--- config.mk ---
export PLATFORM = sky130hd
export DESIGN_NAME = i2c_ctl_regs
export DESIGN_NICKNAME = d
export VERILOG_FILES = /design/src/rtl/i2c_ctl_pkg.sv /design/src/rtl/i2c_line_sync.sv /design/src/rtl/i2c_proto_fsm.sv /design/src/rtl/i2c_reg_bank.sv /design/src/rtl/i2c_ctl_regs.sv
export SDC_FILE = /design/constraint.sdc
export NUM_CORES = 1
export LEC_CHECK = 0
export ABC_AREA = 1
export BUFFER_PORTS_ARGS = -buffer_cell sky130_fd_sc_hd__buf_2
export CAP_MARGIN = 20
export CORE_MARGIN = 10
export CORE_UTILIZATION = 38
export DETAILED_ROUTE_END_ITERATION = 6
export PLACE_DENSITY = 0.54
export SETUP_SLACK_MARGIN = 0.05
export SLEW_MARGIN = 25
export SYNTH_ARGS = -nofsm -noshare
export SYNTH_HDL_FRONTEND = slang
export SYNTH_SLANG_ARGS = --single-unit
--- constraint.sdc ---
create_clock -name clk -period 3.3 [get_ports clk]
set_input_delay 0 -clock clk [delete_from_list [all_inputs] [get_ports clk]]
set_output_delay 0 -clock clk [all_outputs]
set_load 0.03 [all_outputs]
--- src/rtl/i2c_ctl_pkg.sv ---
package i2c_ctl_pkg;

    localparam int BYTE_W   = 8;
    localparam int NUM_REGS = 7;
    localparam int IMG_W    = NUM_REGS * BYTE_W;

    typedef logic [BYTE_W-1:0] byte_t;

    // register 1 bits that only hardware sets and only a zero write clears
    localparam byte_t STICKY_MASK = 8'h1C;

    typedef enum logic [2:0] {
        ST_IDLE,
        ST_ADDR,
        ST_PTR,
        ST_WR,
        ST_RD
    } bus_st_e;

    typedef struct packed {
        logic  start;
        logic  stop;
        logic  rise;
        logic  fall;
        logic  scl;
        logic  sda;
    } line_ev_t;

    typedef struct packed {
        logic  valid;
        byte_t addr;
        byte_t data;
    } wr_req_t;

    function automatic byte_t reg_default(input int idx);
        case (idx)
            1:       return 8'hC3;
            2:       return 8'h05;
            3:       return 8'h0B;
            4:       return 8'h00;
            5:       return 8'h06;
            6:       return 8'h3A;
            7:       return 8'hC2;
            default: return 8'h00;
        endcase
    endfunction

    // plainly writable bits per register (sticky bits handled separately)
    function automatic byte_t reg_wmask(input int idx);
        case (idx)
            1:          return 8'hE3;
            2, 3, 4, 5: return 8'h3F;
            6:          return 8'hFF;
            7:          return 8'hF3;
            default:    return 8'h00;
        endcase
    endfunction

    function automatic logic [IMG_W-1:0] default_image();
        logic [IMG_W-1:0] img;
        img = '0;
        for (int i = 0; i < NUM_REGS; i++) begin
            img[i*BYTE_W +: BYTE_W] = reg_default(i + 1);
        end
        return img;
    endfunction

endpackage

--- src/rtl/i2c_line_sync.sv ---
module i2c_line_sync
    import i2c_ctl_pkg::*;
#(
    parameter int STAGES = 2
) (
    input  logic     clk,
    input  logic     rst,
    input  logic     scl_i,
    input  logic     sda_i,
    output line_ev_t ev
);

    localparam int NLINES = 2;
    localparam int SCL_IX = 1;
    localparam int SDA_IX = 0;

    logic [NLINES-1:0] pin_raw;
    logic [NLINES-1:0] pin_s;
    logic [NLINES-1:0] pin_p;

    assign pin_raw = {scl_i, sda_i};

    for (genvar g = 0; g < NLINES; g++) begin : g_line
        logic [STAGES-1:0] chain;
        always_ff @(posedge clk) begin
            if (rst) chain <= '1;
            else     chain <= {chain[STAGES-2:0], pin_raw[g]};
        end
        assign pin_s[g] = chain[STAGES-1];
    end

    always_ff @(posedge clk) begin
        if (rst) pin_p <= '1;
        else     pin_p <= pin_s;
    end

    always_comb begin
        ev.scl   = pin_s[SCL_IX];
        ev.sda   = pin_s[SDA_IX];
        ev.rise  = pin_s[SCL_IX] & ~pin_p[SCL_IX];
        ev.fall  = ~pin_s[SCL_IX] & pin_p[SCL_IX];
        ev.start = pin_s[SCL_IX] & pin_p[SCL_IX] & pin_p[SDA_IX] & ~pin_s[SDA_IX];
        ev.stop  = pin_s[SCL_IX] & pin_p[SCL_IX] & ~pin_p[SDA_IX] & pin_s[SDA_IX];
    end

endmodule

--- src/rtl/i2c_proto_fsm.sv ---
module i2c_proto_fsm
    import i2c_ctl_pkg::*;
#(
    parameter logic [6:0] TGT_ADDR = 7'h58
) (
    input  logic     clk,
    input  logic     rst,
    input  line_ev_t ev,
    input  byte_t    rd_data,
    output wr_req_t  wr,
    output byte_t    ptr,
    output logic     sda_oe
);

    localparam logic [3:0] BIT_LAST = 4'd8;
    localparam logic [3:0] ACK_SLOT = 4'd9;

    bus_st_e    st;
    logic [3:0] cnt;
    byte_t      sh;
    byte_t      tx;
    logic       rw;
    logic       mack;

    always_ff @(posedge clk) begin
        if (rst) begin
            st     <= ST_IDLE;
            cnt    <= '0;
            sh     <= '0;
            tx     <= '0;
            ptr    <= '0;
            rw     <= 1'b0;
            mack   <= 1'b0;
            sda_oe <= 1'b0;
            wr     <= '0;
        end else begin
            wr.valid <= 1'b0;
            if (ev.start) begin
                st     <= ST_ADDR;
                cnt    <= '0;
                sda_oe <= 1'b0;
            end else if (ev.stop) begin
                st     <= ST_IDLE;
                cnt    <= '0;
                sda_oe <= 1'b0;
            end else if (st != ST_IDLE) begin
                if (ev.rise) begin
                    if (cnt < BIT_LAST) begin
                        sh  <= {sh[BYTE_W-2:0], ev.sda};
                        cnt <= cnt + 4'd1;
                    end else if (cnt == ACK_SLOT && st == ST_RD) begin
                        mack <= ~ev.sda;
                    end
                end else if (ev.fall) begin
                    if (cnt == BIT_LAST) begin
                        cnt <= ACK_SLOT;
                        case (st)
                            ST_ADDR: begin
                                if (sh[7:1] == TGT_ADDR) begin
                                    sda_oe <= 1'b1;
                                    rw     <= sh[0];
                                end else begin
                                    st  <= ST_IDLE;
                                    cnt <= '0;
                                end
                            end
                            ST_PTR: begin
                                ptr    <= sh;
                                sda_oe <= 1'b1;
                            end
                            ST_WR: begin
                                wr     <= '{valid: 1'b1, addr: ptr, data: sh};
                                ptr    <= ptr + 8'd1;
                                sda_oe <= 1'b1;
                            end
                            ST_RD: begin
                                sda_oe <= 1'b0;
                                ptr    <= ptr + 8'd1;
                            end
                            default: ;
                        endcase
                    end else if (cnt == ACK_SLOT) begin
                        cnt    <= '0;
                        sda_oe <= 1'b0;
                        case (st)
                            ST_ADDR: begin
                                if (rw) begin
                                    st     <= ST_RD;
                                    tx     <= rd_data;
                                    sda_oe <= ~rd_data[BYTE_W-1];
                                end else begin
                                    st <= ST_PTR;
                                end
                            end
                            ST_PTR: st <= ST_WR;
                            ST_RD: begin
                                if (mack) begin
                                    tx     <= rd_data;
                                    sda_oe <= ~rd_data[BYTE_W-1];
                                end else begin
                                    st <= ST_IDLE;
                                end
                            end
                            default: ;
                        endcase
                    end else if (st == ST_RD && cnt != 4'd0) begin
                        tx     <= {tx[BYTE_W-2:0], 1'b0};
                        sda_oe <= ~tx[BYTE_W-2];
                    end
                end
            end
        end
    end

    // SDA is only ever pulled while SCL is low
    a_r1_pull_on_low: assert property (@(posedge clk) disable iff (rst)
        $rose(sda_oe) |-> !ev.scl);

    // an idle target (mismatch, NACK, STOP) never drives SDA
    a_r1_idle_released: assert property (@(posedge clk) disable iff (rst)
        (st == ST_IDLE) |-> !sda_oe);

    // STOP releases the line
    a_r2_stop_release: assert property (@(posedge clk) disable iff (rst)
        ev.stop |=> !sda_oe);

    // a committed write always advances the pointer
    a_r3_ptr_advance: assert property (@(posedge clk) disable iff (rst)
        wr.valid |-> (ptr == wr.addr + 8'd1));

endmodule

--- src/rtl/i2c_reg_bank.sv ---
module i2c_reg_bank
    import i2c_ctl_pkg::*;
(
    input  logic             clk,
    input  logic             rst,
    input  logic             shdn_n,
    input  wr_req_t          wr,
    input  byte_t            rd_addr,
    input  logic [2:0]       evt,
    output byte_t            rd_data,
    output logic [IMG_W-1:0] image
);

    byte_t regs [NUM_REGS];
    byte_t nxt  [NUM_REGS];

    always_comb begin
        for (int i = 0; i < NUM_REGS; i++) begin
            nxt[i] = regs[i];
            if (wr.valid && wr.addr == byte_t'(i + 1)) begin
                nxt[i] = (regs[i] & ~reg_wmask(i + 1)) | (wr.data & reg_wmask(i + 1));
                if (i == 0) begin
                    nxt[i] = (nxt[i] & ~STICKY_MASK) | (regs[i] & wr.data & STICKY_MASK);
                end
            end
            if (i == 0) begin
                nxt[i] = nxt[i] | {3'b000, evt, 2'b00};
            end
        end
    end

    always_ff @(posedge clk) begin
        for (int i = 0; i < NUM_REGS; i++) begin
            if (rst || !shdn_n) regs[i] <= reg_default(i + 1);
            else                regs[i] <= nxt[i];
        end
    end

    always_comb begin
        rd_data = '0;
        for (int i = 0; i < NUM_REGS; i++) begin
            if (rd_addr == byte_t'(i + 1)) rd_data = regs[i];
        end
    end

    for (genvar g = 0; g < NUM_REGS; g++) begin : g_img
        assign image[g*BYTE_W +: BYTE_W] = regs[g];
    end

    // shutdown reloads every default
    a_r6_shutdown_reload: assert property (@(posedge clk) disable iff (rst)
        !shdn_n |=> (image == default_image()));

    // right fault event sets its flag
    a_r7_event_sets: assert property (@(posedge clk) disable iff (rst)
        (evt[2] && shdn_n) |=> regs[0][4]);

    // writing one to a clear flag does not set it
    a_r7_one_no_set: assert property (@(posedge clk) disable iff (rst)
        (wr.valid && wr.addr == 8'd1 && wr.data[4] && !regs[0][4] && !evt[2] && shdn_n)
        |=> !regs[0][4]);

    // reserved addresses leave the register file untouched
    a_r9_reserved_write: assert property (@(posedge clk) disable iff (rst)
        (wr.valid && (wr.addr == 8'd0 || wr.addr > byte_t'(NUM_REGS)) && shdn_n && evt == 3'b000)
        |=> $stable(image));

endmodule

--- src/rtl/i2c_ctl_regs.sv ---
module i2c_ctl_regs
    import i2c_ctl_pkg::*;
#(
    parameter logic [6:0] TGT_ADDR    = 7'h58,
    parameter int         SYNC_STAGES = 2
) (
    input  logic             clk,
    input  logic             rst,
    input  logic             shdn_n,
    input  logic             scl_i,
    input  logic             sda_i,
    output logic             sda_oe,
    input  logic             evt_fault_r,
    input  logic             evt_fault_l,
    input  logic             evt_therm,
    output logic [IMG_W-1:0] cfg_image
);

    line_ev_t ev;
    wr_req_t  wr;
    byte_t    ptr;
    byte_t    rd_data;

    i2c_line_sync #(.STAGES(SYNC_STAGES)) u_sync (
        .clk   (clk),
        .rst   (rst),
        .scl_i (scl_i),
        .sda_i (sda_i),
        .ev    (ev)
    );

    i2c_proto_fsm #(.TGT_ADDR(TGT_ADDR)) u_fsm (
        .clk     (clk),
        .rst     (rst),
        .ev      (ev),
        .rd_data (rd_data),
        .wr      (wr),
        .ptr     (ptr),
        .sda_oe  (sda_oe)
    );

    i2c_reg_bank u_bank (
        .clk     (clk),
        .rst     (rst),
        .shdn_n  (shdn_n),
        .wr      (wr),
        .rd_addr (ptr),
        .evt     ({evt_fault_r, evt_fault_l, evt_therm}),
        .rd_data (rd_data),
        .image   (cfg_image)
    );

endmodule

==> flow_summary.toml <==
[drt]
wl_met2_um = 5993
top_layer_used = "met4"
vias = 4465
viasPerCell = 5.011
drc = 0
drtPass1Iterations = 5
wl_met1_um = 6485
drtIter0Drc = 310
drt_wl_total_um = 13530
wl_per_cell_um = 15.19
antenna_left = 0
route.met3.wl_um = 649

[logic_synthesis]
synthArstFlopShare_pct = 0
syn_inst = 660
synth-seq-cells = 102
syn_avg_cell_area_um2 = 7.356
synth_adder_area_share_pct = 1.804
synth.distinct_cells = 43
yosys-mux-area-fraction_pct = 0
synth-simple-area-share_pct = 20.03
synth-xor-area-share_pct = 0.5412
yosysSeqAreaShare_pct = 42.06
synth-edff-count = 0
synth_compound_area_share_pct = 24.87
synth_top_family_by_area = "compound AO/OA/AOI/OAI gates"
yosysWarnings = 0
synthesis.area_um2 = 4855
synth_ff_type = "dfxtp_1"

[global_route]
antenna_found_initial = 0
grt_use_total_pct = 15.46
overflow = 0
grt_pass1_vias = 4236
grt_max_degree = 40
grt_pass1_wl_um = 22200

[floorplanning]
initial_core_util_pct = 38.63
core-area_um2 = 12570
die_area_um2 = 17700
die-height_um = 133.0
ios = 65
row_count = 41
die_width_um = 133.0

[worst_hold_path]
hp-start = "rst"
hold_path_class = "in -> reg"
whs_path_depth = 2
whs_endpoint = "u_fsm.wr[16]$_SDFF_PP0_"

[clock_network]
clk_path_buf_depth = 2
ctsResizeCount = 0
htreeDepth = 3
numCtsBuffers = 9
cts_hold_buf = 5
cts_tree = "built"
clk_pin_slew_ps = 70
cts.sinks = 102
worstSkewPairLatency_ps = 350
post_cts.repair.setup_buffers = 0
clock-root-buffer = "clkbuf_16"

[critical_path]
cp.arrival_ps = 2510
critical_path_class = "reg -> reg"
startpoint_type = "flip-flop"
cp-end-kind = "flip-flop"
r2r_cells = 8
timing.rr.end = "u_fsm.tx[6]$_SDFFE_PP0P_"
crit_fanout = 14
ff2ff_setup_slack_ps = 1030
slowest_stage = "nand3_1"
worst_ep_required_time_ps = 3540
r2r_start = "u_fsm.cnt[0]$_SDFFE_PP0P_"
cpPeakStageDelay_ps = 440
worstPathCellList = "ha_1 -> nand3_1 -> inv_1 -> o21ai_1 -> nand3_2 -> clkinv_1 -> o21ai_0 -> a21oi_1"

[layout]
utilization_pct = 44.59
diodes = 0
drive_gt1_share_pct = 14.88
area_growth_pct = 15.44
multi_input_area_um2 = 2331
fill_cells = 1307
fin_nets = 729
final-seq-area_um2 = 2042

[placement]
hpwl_um = 10100
routabilityCongestion = 0.8789
port_buffers = 54

[run_status]
status = "completed"

[sta]
finalHoldViolCount = 0
slew_headroom_pct = 36.52
worst_slew_pin_slew_ps = 949.9
fin_crit_sh_pct = 68.73
setup_viol = 0
rsz0062_at_grt = "no"
min_period_ps = 2268
finalMaxSlewViolations = 0
fin_tns_setup_ps = 0
fmax_ghz = 0.4409
fin_worst_skew_ps = 9.272

[power]
powerDensity_nw_per_um2 = 434.5
irDropWorstVdd_mv = 0.2489
leakage_nw = 2.375

[job]
cap_violations = 0
==> cell usage after synthesis, types with 2 or more instances <==
library cell | n | area (um2)
clkbuf_1 | 13 | 48.80
a21oi_1 | 101 | 505.5
nand3_1 | 29 | 145.1
nor2_4 | 5 | 56.30
xor2_1 | 3 | 26.28
o21ai_1 | 6 | 30.03
nor4_1 | 2 | 12.51
nand2_2 | 2 | 12.51
o221ai_1 | 2 | 17.52
nor3_4 | 2 | 32.53
o21ai_0 | 80 | 400.4
ha_1 | 7 | 87.58
a211oi_1 | 4 | 30.03
nor2_2 | 5 | 31.28
nand2_1 | 97 | 364.1
inv_1 | 87 | 326.6
buf_4 | 10 | 75.07
buf_2 | 4 | 20.02
nand3_2 | 3 | 30.03
a31oi_1 | 6 | 37.54
o21bai_1 | 2 | 15.01
clkinv_1 | 2 | 7.510
o211ai_1 | 9 | 67.56
a21oi_2 | 4 | 35.03
nor3_1 | 6 | 30.03
inv_2 | 7 | 26.28
a221oi_1 | 2 | 17.52
nor2_1 | 35 | 131.4
dfxtp_1 | 102 | 2042
nand4_1 | 4 | 25.02
o21a_1 | 4 | 30.03
or2_2 | 4 | 25.02
==> placed cells by master, fill, tap and decap left out, types with 3 or more instances in the layout <==
master and instances:
inv_1 87, dlygate4sd3_1 5, xor2_1 3, ha_1 7, nand3_1 29, o211ai_1 9, a31oi_1 6, nor2_4 5
dfxtp_1 102, o21ai_1 6, clkbuf_16 9, nand3_2 3, inv_2 7, nand2_1 97, nor2_2 5, buf_4 3
clkbuf_8 3, nor3_1 6, nand4_1 4, o21ai_0 80, buf_2 54, a21oi_1 101, nor2_1 35, conb_1 10
a21oi_2 4, a211oi_1 4, o21a_1 4, or2_2 4
==> where the power goes <==
| group | internal, W | leakage [nW] | total [W] | switching [W] |
|---|---|---|---|---|
| sequential | 0.00124 | 0.824 | 0.00124 | 0.00000441 |
| clock | 0.000653 | 0.153 | 0.00111 | 0.000459 |
| combinational | 0.0000224 | 1.40 | 0.0000820 | 0.0000596 |
==> sequential cells by signal, summed over array words and instances (netlist names) <==
register,cells
u_fsm.rw,1
u_bank.regs,46
u_fsm.sda_oe,1
u_sync.pin_p,2
u_sync.g_line.chain,4
u_fsm.sh,8
u_fsm.ptr,8
u_fsm.wr,17
u_fsm.tx,7
u_fsm.cnt,4
u_fsm.st,3
u_fsm.mack,1
==> cell type report <==
type / instances / share of cell area (%)
multi-input combinational: 443 / 41.59
sequential: 102 / 36.44
inverter: 96 / 6.430
timing repair buffer: 62 / 6.117
clock buffer: 14 / 4.889
tap: 172 / 3.840
clock inverter: 2 / 0.6921
==> critical path: cells and delay by family, from the launching register on <==
family | cells | cell delay (ps)
and+or+nand+nor | 2 | 600
adders and majority gates | 1 | 170
AOI/OAI and AO/OA | 3 | 420
DFF | 1 | 420
buffers and inverters | 2 | 540
==> kinds of logic after synthesis <==
logic type | Yosys count
AO/OA/AOI/OAI | 223
XOR/XNOR | 3
adder cells (fa/ha/maj) | 7
buffers and inverters | 124
flip-flops | 102
other | 1
AND/OR/NAND/NOR | 200
==> worst max-delay path by stage <==
stage	to	from
final	u_fsm.tx[6]$_SDFFE_PP0P_	u_fsm.cnt[0]$_SDFFE_PP0P_
after global routing	u_fsm.tx[6]$_SDFFE_PP0P_	u_fsm.cnt[0]$_SDFFE_PP0P_
after CTS	u_fsm.tx[1]$_SDFFE_PP0P_	u_fsm.cnt[0]$_SDFFE_PP0P_
after detailed placement	u_fsm.tx[1]$_SDFFE_PP0P_	u_fsm.cnt[0]$_SDFFE_PP0P_
after global placement	u_fsm.tx[1]$_SDFFE_PP0P_	u_fsm.cnt[0]$_SDFFE_PP0P_
after floorplan	u_fsm.tx[2]$_SDFFE_PP0P_	u_fsm.ptr[0]$_SDFFE_PP0P_
==> routing by layer <==
metal | vias to the layer above | GRT usage [%]
li1 | 2297 | -
met1 | 2042 | 20.18
met2 | 102 | 23.55
met3 | 24 | 3.331
met4 | 0 | 7.641
met5 | - | 0
==> stage by stage <==
step	power [W]	worst slack, ps	std cells	instance area [um2]	hold slack (ps)
2_1_floorplan	0.001336	1722	669	4888	103.8
3_3_place_gp	0.001345	1144	870	5241	184.5
3_5_place_dp	0.001346	1060	870	5241	190.1
4_1_cts	0.002460	1051	891	5604	4.609
5_1_grt	0.002524	731.8	891	5604	52.67
6_report	0.002435	1032	891	5604	24.67
Power figures use the tool's default switching activity.
